### config.mk
export PLATFORM = sky130hd
export DESIGN_NAME = vstep_unit
export DESIGN_NICKNAME = d
export VERILOG_FILES = /design/src/rtl/vstep_pkg.sv /design/src/rtl/vstep_decode.sv /design/src/rtl/vstep_readmux.sv /design/src/rtl/vstep_state.sv /design/src/rtl/vstep_ctrl.sv /design/src/rtl/vstep_unit.sv
export SDC_FILE = /design/constraint.sdc
export NUM_CORES = 1
export LEC_CHECK = 0
export ABC_CLOCK_PERIOD_IN_PS = 3300
export BUFFER_PORTS_ARGS = -buffer_cell sky130_fd_sc_hd__buf_4
export CORE_MARGIN = 3
export CORE_UTILIZATION = 53
export DETAILED_ROUTE_END_ITERATION = 6
export GPL_ROUTABILITY_DRIVEN = 1
export GPL_TIMING_DRIVEN = 0
export PLACE_DENSITY = 0.9
export SYNTH_ARGS = -nofsm -noshare
export SYNTH_HDL_FRONTEND = slang
export SYNTH_HIERARCHICAL = 1
export SYNTH_SLANG_ARGS = --single-unit
### constraint.sdc
create_clock -name clk -period 3.3 [get_ports clk]
set_clock_uncertainty 0.05 [all_clocks]
set_input_delay 0.495 -clock clk [delete_from_list [all_inputs] [get_ports clk]]
set_output_delay 0.495 -clock clk [all_outputs]
set_load 0.005 [all_outputs]
### src/rtl/vstep_pkg.sv
package vstep_pkg;

    parameter int XLEN   = 64;
    parameter int STEP_W = 7;
    parameter int SUB_W  = 2;
    parameter int OFF_W  = 8;
    parameter int NSHAPE = 4;
    parameter int SEL_W  = 7;
    parameter int REG_W  = 5;

    localparam int SEL_SHAPE0 = 1;
    localparam int SEL_SRC    = 5;
    localparam int SEL_DST    = 6;
    localparam int SEL_SSUB   = 7;
    localparam int SEL_DSUB   = 8;
    localparam int SEL_MCLR   = 12;
    localparam int SEL_MPACK  = 13;
    localparam int SEL_MUNPK  = 14;

    typedef enum logic [1:0] {K_NOP, K_RESULT, K_STEP} kind_e;
    typedef enum logic [1:0] {M_KEEP, M_CLEAR, M_PACK, M_UNPACK} mode_e;

    typedef struct packed {
        logic [REG_W-1:0] rt;
        logic [REG_W-1:0] ra;
        logic [SEL_W-1:0] sel;
        logic             vf;
        logic             rc;
    } fields_t;

    typedef struct packed {
        kind_e            kind;
        mode_e            mode;
        logic             rc;
        logic [REG_W-1:0] rt;
        logic [REG_W-1:0] ra;
    } op_t;

    typedef struct packed {
        logic [STEP_W-1:0] src;
        logic [STEP_W-1:0] dst;
        logic [SUB_W-1:0]  ssub;
        logic [SUB_W-1:0]  dsub;
        logic              pack;
        logic              unpack;
    } vstate_t;

    // Field k counted from the most significant end sits at word bit 31-k.
    function automatic fields_t split_word(input logic [31:0] w);
        fields_t f;
        f.rt  = w[25:21];
        f.ra  = w[20:16];
        f.sel = w[15:9];
        f.vf  = w[6];
        f.rc  = w[0];
        return f;
    endfunction

    function automatic logic at_end(input vstate_t s,
                                    input logic [STEP_W-1:0] vl,
                                    input logic [SUB_W-1:0] subvl);
        logic [STEP_W-1:0] last;
        last = vl - STEP_W'(1);
        return ((s.src == last) && (s.ssub == subvl)) ||
               ((s.dst == last) && (s.dsub == subvl));
    endfunction

endpackage

### src/rtl/vstep_decode.sv
module vstep_decode
    import vstep_pkg::*;
(
    input  logic [31:0]      insn,
    output op_t              op,
    output logic [SEL_W-1:0] sel
);
    fields_t f;
    logic    unused_bits;

    assign f           = split_word(insn);
    assign sel         = f.sel;
    assign unused_bits = ^{insn[31:26], insn[8:7], insn[5:1]};

    always_comb begin
        op.rt   = f.rt;
        op.ra   = f.ra;
        op.rc   = f.rc;
        op.mode = M_KEEP;
        if (f.sel == '0 && !f.vf && !f.rc) begin
            op.kind = K_NOP;
        end else if (f.sel == '0 && f.vf) begin
            op.kind = K_STEP;
        end else begin
            op.kind = K_RESULT;
        end
        if (f.vf) begin
            case (f.sel)
                SEL_W'(SEL_MCLR):  op.mode = M_CLEAR;
                SEL_W'(SEL_MPACK): op.mode = M_PACK;
                SEL_W'(SEL_MUNPK): op.mode = M_UNPACK;
                default:           op.mode = M_KEEP;
            endcase
        end
    end
endmodule

### src/rtl/vstep_readmux.sv
module vstep_readmux
    import vstep_pkg::*;
(
    input  logic [SEL_W-1:0]             sel,
    input  logic [NSHAPE-1:0][OFF_W-1:0] shape_off,
    input  logic [STEP_W-1:0]            src,
    input  logic [STEP_W-1:0]            dst,
    input  logic [SUB_W-1:0]             ssub,
    input  logic [SUB_W-1:0]             dsub,
    output logic [XLEN-1:0]              value
);
    logic [NSHAPE-1:0]           hit;
    logic [NSHAPE-1:0][XLEN-1:0] wide;

    for (genvar k = 0; k < NSHAPE; k++) begin : g_shape
        assign hit[k]  = (sel == SEL_W'(SEL_SHAPE0 + k));
        assign wide[k] = XLEN'(shape_off[k]);
    end

    always_comb begin
        value = '0;
        for (int k = 0; k < NSHAPE; k++) begin
            if (hit[k]) value = wide[k];
        end
        case (sel)
            SEL_W'(SEL_SRC):  value = XLEN'(src);
            SEL_W'(SEL_DST):  value = XLEN'(dst);
            SEL_W'(SEL_SSUB): value = XLEN'(ssub);
            SEL_W'(SEL_DSUB): value = XLEN'(dsub);
            default: ;
        endcase
    end
endmodule

### src/rtl/vstep_state.sv
module vstep_state
    import vstep_pkg::*;
(
    input  logic              clk,
    input  logic              rst,
    input  logic              mode_we,
    input  mode_e             mode,
    input  logic              step_we,
    input  logic [STEP_W-1:0] nxt_src,
    input  logic [STEP_W-1:0] nxt_dst,
    input  logic [SUB_W-1:0]  nxt_ssub,
    input  logic [SUB_W-1:0]  nxt_dsub,
    output vstate_t           s
);
    always_ff @(posedge clk) begin
        if (rst) begin
            s <= '0;
        end else begin
            if (step_we) begin
                s.src  <= nxt_src;
                s.dst  <= nxt_dst;
                s.ssub <= nxt_ssub;
                s.dsub <= nxt_dsub;
            end
            if (mode_we) begin
                case (mode)
                    M_CLEAR:  begin s.pack <= 1'b0; s.unpack <= 1'b0; end
                    M_PACK:   begin s.pack <= 1'b1; s.unpack <= 1'b0; end
                    M_UNPACK: begin s.pack <= 1'b0; s.unpack <= 1'b1; end
                    default: ;
                endcase
            end
        end
    end
endmodule

### src/rtl/vstep_ctrl.sv
module vstep_ctrl
    import vstep_pkg::*;
(
    input  logic             clk,
    input  logic             rst,
    input  logic             insn_valid,
    input  op_t              op,
    input  logic [XLEN-1:0]  rd_value,
    input  logic             end_now,
    input  logic             end_nxt,
    input  logic             step_done,
    output logic             busy,
    output logic             mode_we,
    output logic             step_we,
    output logic             res_valid,
    output logic [REG_W-1:0] res_rt,
    output logic [REG_W-1:0] res_ra,
    output logic [XLEN-1:0]  res_value,
    output logic             res_loop_end
);
    typedef enum logic {S_IDLE, S_WAIT} st_e;

    st_e              st;
    logic             accept;
    logic             pend_rc;
    logic [REG_W-1:0] pend_rt;
    logic [REG_W-1:0] pend_ra;

    assign busy    = (st == S_WAIT);
    assign accept  = insn_valid && !busy;
    assign mode_we = accept && (op.kind == K_RESULT) && (op.mode != M_KEEP);
    assign step_we = busy && step_done;

    always_ff @(posedge clk) begin
        if (rst) begin
            st           <= S_IDLE;
            pend_rc      <= 1'b0;
            pend_rt      <= '0;
            pend_ra      <= '0;
            res_valid    <= 1'b0;
            res_rt       <= '0;
            res_ra       <= '0;
            res_value    <= '0;
            res_loop_end <= 1'b0;
        end else begin
            res_valid    <= 1'b0;
            res_loop_end <= 1'b0;
            case (st)
                S_IDLE: begin
                    if (accept && op.kind == K_RESULT) begin
                        res_valid    <= 1'b1;
                        res_value    <= rd_value;
                        res_rt       <= op.rt;
                        res_ra       <= op.ra;
                        res_loop_end <= op.rc && end_now;
                    end else if (accept && op.kind == K_STEP) begin
                        st      <= S_WAIT;
                        pend_rc <= op.rc;
                        pend_rt <= op.rt;
                        pend_ra <= op.ra;
                    end
                end
                S_WAIT: begin
                    if (step_done) begin
                        st           <= S_IDLE;
                        res_valid    <= 1'b1;
                        res_value    <= '0;
                        res_rt       <= pend_rt;
                        res_ra       <= pend_ra;
                        res_loop_end <= pend_rc && end_nxt;
                    end
                end
                default: st <= S_IDLE;
            endcase
        end
    end
endmodule

### src/rtl/vstep_unit.sv
module vstep_unit
    import vstep_pkg::*;
(
    input  logic                         clk,
    input  logic                         rst,
    input  logic                         insn_valid,
    input  logic [31:0]                  insn,
    input  logic [NSHAPE-1:0][OFF_W-1:0] shape_off,
    input  logic [STEP_W-1:0]            cfg_vl,
    input  logic [SUB_W-1:0]             cfg_subvl,
    output logic                         busy,
    output logic                         step_req,
    input  logic                         step_done,
    input  logic [STEP_W-1:0]            nxt_src,
    input  logic [STEP_W-1:0]            nxt_dst,
    input  logic [SUB_W-1:0]             nxt_ssub,
    input  logic [SUB_W-1:0]             nxt_dsub,
    output logic [STEP_W-1:0]            st_src,
    output logic [STEP_W-1:0]            st_dst,
    output logic [SUB_W-1:0]             st_ssub,
    output logic [SUB_W-1:0]             st_dsub,
    output logic                         st_pack,
    output logic                         st_unpack,
    output logic                         res_valid,
    output logic [REG_W-1:0]             res_rt,
    output logic [REG_W-1:0]             res_ra,
    output logic [XLEN-1:0]              res_value,
    output logic                         res_loop_end
);
    op_t              op;
    logic [SEL_W-1:0] sel;
    logic [XLEN-1:0]  rd_value;
    vstate_t          cur;
    vstate_t          nxt;
    logic             mode_we;
    logic             step_we;
    logic             end_now;
    logic             end_nxt;

    assign nxt     = '{src: nxt_src, dst: nxt_dst, ssub: nxt_ssub,
                       dsub: nxt_dsub, pack: cur.pack, unpack: cur.unpack};
    assign end_now = at_end(cur, cfg_vl, cfg_subvl);
    assign end_nxt = at_end(nxt, cfg_vl, cfg_subvl);

    vstep_decode u_dec (
        .insn (insn),
        .op   (op),
        .sel  (sel)
    );

    vstep_readmux u_mux (
        .sel       (sel),
        .shape_off (shape_off),
        .src       (cur.src),
        .dst       (cur.dst),
        .ssub      (cur.ssub),
        .dsub      (cur.dsub),
        .value     (rd_value)
    );

    vstep_state u_state (
        .clk      (clk),
        .rst      (rst),
        .mode_we  (mode_we),
        .mode     (op.mode),
        .step_we  (step_we),
        .nxt_src  (nxt_src),
        .nxt_dst  (nxt_dst),
        .nxt_ssub (nxt_ssub),
        .nxt_dsub (nxt_dsub),
        .s        (cur)
    );

    vstep_ctrl u_ctrl (
        .clk          (clk),
        .rst          (rst),
        .insn_valid   (insn_valid),
        .op           (op),
        .rd_value     (rd_value),
        .end_now      (end_now),
        .end_nxt      (end_nxt),
        .step_done    (step_done),
        .busy         (busy),
        .mode_we      (mode_we),
        .step_we      (step_we),
        .res_valid    (res_valid),
        .res_rt       (res_rt),
        .res_ra       (res_ra),
        .res_value    (res_value),
        .res_loop_end (res_loop_end)
    );

    assign step_req  = busy;
    assign st_src    = cur.src;
    assign st_dst    = cur.dst;
    assign st_ssub   = cur.ssub;
    assign st_dsub   = cur.dsub;
    assign st_pack   = cur.pack;
    assign st_unpack = cur.unpack;
endmodule

==> metrics.yaml <==
status: "finished clean"
synth_edf_count: 0
ctsLongestPathBuffers: 2
syn-mean-instance-area_um2: 8.46
coreArea_um2: 11500
antenna_found_initial: 0
portBuffers: 166
p_per_area_nw_per_um2: 378
path_max_fanout: 7
setup_tns_ns: 0
yosys_warnings: 6
vdd_ir_drop_max_mv: 0.560
grt_use_total: 0.259
synth-seq-area-share: 0.346
yosysTopAreaCellShare: 0.346
initial_core_util: 0.545
boundaryPins: 193
vias_per_cell: 5.26
critPathMaxStageDelay_ns: 0.47
wl_per_cell_um: 15.4
crit_chain: "buf_6 > inv_1 > ha_1 > buf_2 > xnor2_1 > nor4_1 > nand4b_1 > a2111oi_4 > a221oi_1 > o21ai_1 > nand3_1 > a21oi_1"
numCtsBuffers: 9
route.detailed.drc: 0
area.sequential_um2: 2160
synth_largest_area_cell: "dfxtp_1"
tightestPinTransition_ns: 0.777
path_class: "in -> reg"
rows: 39
cp-end-kind: "flip-flop"
firstDrtPassIters: 5
synth_seq_cells: 108
drtAntennaViolNets: 0
area_growth_pct: 31.4
combPwrFrac: 0.173
power_mw: 3.10
fin_area_um2: 8220
worst_slack_ns: 0.591
synthCells: 739
multi_input_area_um2: 3310
reg2reg_from: "u_state/s[4]"
place_ws_ns: 0.313
syn-cell-area_um2: 6250
finalHoldViolations: 0
cts.sinks: 108
worst_ep_arrival_time_ns: 2.93
hp-start: "insn[17]"
cts_tree: "built"
grt_overflow: 0
root_buffer: "clkbuf_16"
yosys-top-cells-area: "dfxtp_1, buf_4, a21oi_1"
ys_types: 69
grt_pass1_vias: 5482
drive_gt1_frac: 0.343
grt_pass1_wl_um: 27200
period_needed_ns: 2.71
async_flop_share: 0
critical-path-slowest-cell: "nor4_1"
diodes: 0
placed_area_um2: 7890
hpwl_um: 13100
die_area_um2: 13100
drv_slew: 0
htreeDepth: 3
vias: 5888
fmax_ghz: 0.369
intPower_mw: 2.34
n_fill_cell: 930
dr.first_iter.drc_count: 488
cap_violations: 0
die_w_um: 115
clkLatencyLatePin_ns: 0.35
startpoint_type: "input pin"
relSlewSlack: 0.478
grt_max_degree: 19
ctsResizeCount: 0
p_sw_uw: 764
pwr-share-seq: 0.444
cts_hold_buf: 0
cp-startpoint: "cfg_vl[0]"
setup_violations: 0
worst-path-buf-inv: 3
crit_family: "compound AO/OA/AOI/OAI gates"
path_clk_slew_ns: 0.07
synth-main-ff-cell: "dfxtp_1"
wl_um: 17200
finish.utilization: 0.717
rsz0062_at_grt: "no"
clock_power_share: 0.384
switching_share: 0.246
layout.nets: 1067
place.gp.congestion: 0.923
final.period_utilization: 0.821
post-cts-setup-buffers: 0
p_leak_nw: 3.62
die_y_um: 115
required_ns: 3.52
hp-class: "in -> reg"
layout make-up:
cell class	count	area share
Multi-Input combinational cell	548	0.403
Sequential cell	108	0.263
Timing Repair Buffer	166	0.152
Buffer	131	0.117
Clock buffer	10	0.0291
Tap cell	143	0.0218
Clock inverter	6	0.0114
Inverter	7	0.00320
worst register-to-register path, stage by stage (launching register included):
cell	delay, ns
dfxtp_1	0.36
xor2_1	0.16
nor4_1	0.49
nand4b_1	0.23
a2111oi_4	0.40
a221oi_1	0.14
o21ai_1	0.18
nand3_1	0.09
a21oi_1	0.14
path summary, 6_finish.rpt:
path	end	depth (start not counted)	slack, ns
worst min-delay path	u_ctrl/pend_ra[1]	3	0.34
worst min register to register	u_ctrl/pend_rt[2]	2	0.41
worst max register to register	u_ctrl/res_loop_end	8	0.99
worst max-delay path	u_ctrl/res_loop_end	12	0.59
stage by stage:
stage | instances | hold slack, ns
floorplan | 794 | 0.386
global placement | 1103 | 0.393
detailed placement | 1103 | 0.396
CTS | 1119 | 0.329
global route | 1119 | 0.338
finish | 1119 | 0.344
cell usage in the layout (no fill, tap or decap), drive strengths merged, types with 10 or more instances in the layout:
cell type,netlist,routed
nand2,93,93
xor2,11,11
xnor2,19,19
a211oi,11,11
buf,117,283
nand3,70,70
nor2,36,36
conb,1,56
mux2i,19,19
nor2b,13,13
a221oi,12,12
a21oi,99,99
dfxtp,108,108
mux2,10,10
clkbuf,14,24
metal layers:
| metal | track usage | wire length [um] | up-vias |
|---|---|---|---|
| met5 | 0 | 0 | - |
| met4 | 0.0705 | 277 | 0 |
| met3 | 0.0576 | 1050 | 21 |
| met2 | 0.434 | 8470 | 177 |
| met1 | 0.335 | 7380 | 2775 |
| li1 | - | - | 2915 |
synthesized netlist by cell type (6+ instances only):
master	count
o21ai_0	7
xnor2_1	19
o21a_1	7
nand2b_1	7
o22ai_1	6
nand3_1	70
nor2b_1	11
buf_4	80
dfxtp_1	108
inv_1	7
nor2_1	34
clkbuf_1	10
nor4_1	7
a221oi_1	11
xor2_1	11
a211oi_1	11
nand2_1	93
buf_2	23
a22oi_1	9
mux2i_1	19
buf_6	11
a22o_1	6
a21oi_1	99
flip-flops by register name, summed over array words and instances, names as in the netlist:
signal	flops
u_ctrl/res_ra	5
u_state/s	20
u_ctrl/res_rt	5
u_ctrl/res_valid	1
u_ctrl/pend_rc	1
u_ctrl/res_loop_end	1
u_ctrl/pend_rt	5
u_ctrl/pend_ra	5
u_ctrl/res_value	64
u_ctrl/busy	1
kinds of logic after synthesis:
logic type      Yosys count  synth area share
simple gates            259             0.217
compound gates          168             0.167
buf+inv                 138             0.158
flops                   108             0.346
xor+xnor                 35            0.0600
mux                      29            0.0496
fa+ha+maj                 1           0.00200
other cells               1          0.000600
power by group through the flow:
stage | clock network (mW) | logic, mW | registers [mW]
detailed placement | 0 | 0.529 | 1.41
floorplan | 0 | 0.317 | 1.41
CTS | 1.21 | 0.531 | 1.38
global route | 1.26 | 0.588 | 1.38
global placement | 0 | 0.521 | 1.41
finish | 1.19 | 0.536 | 1.38
Note: power is estimated with default switching activity, not from simulation.
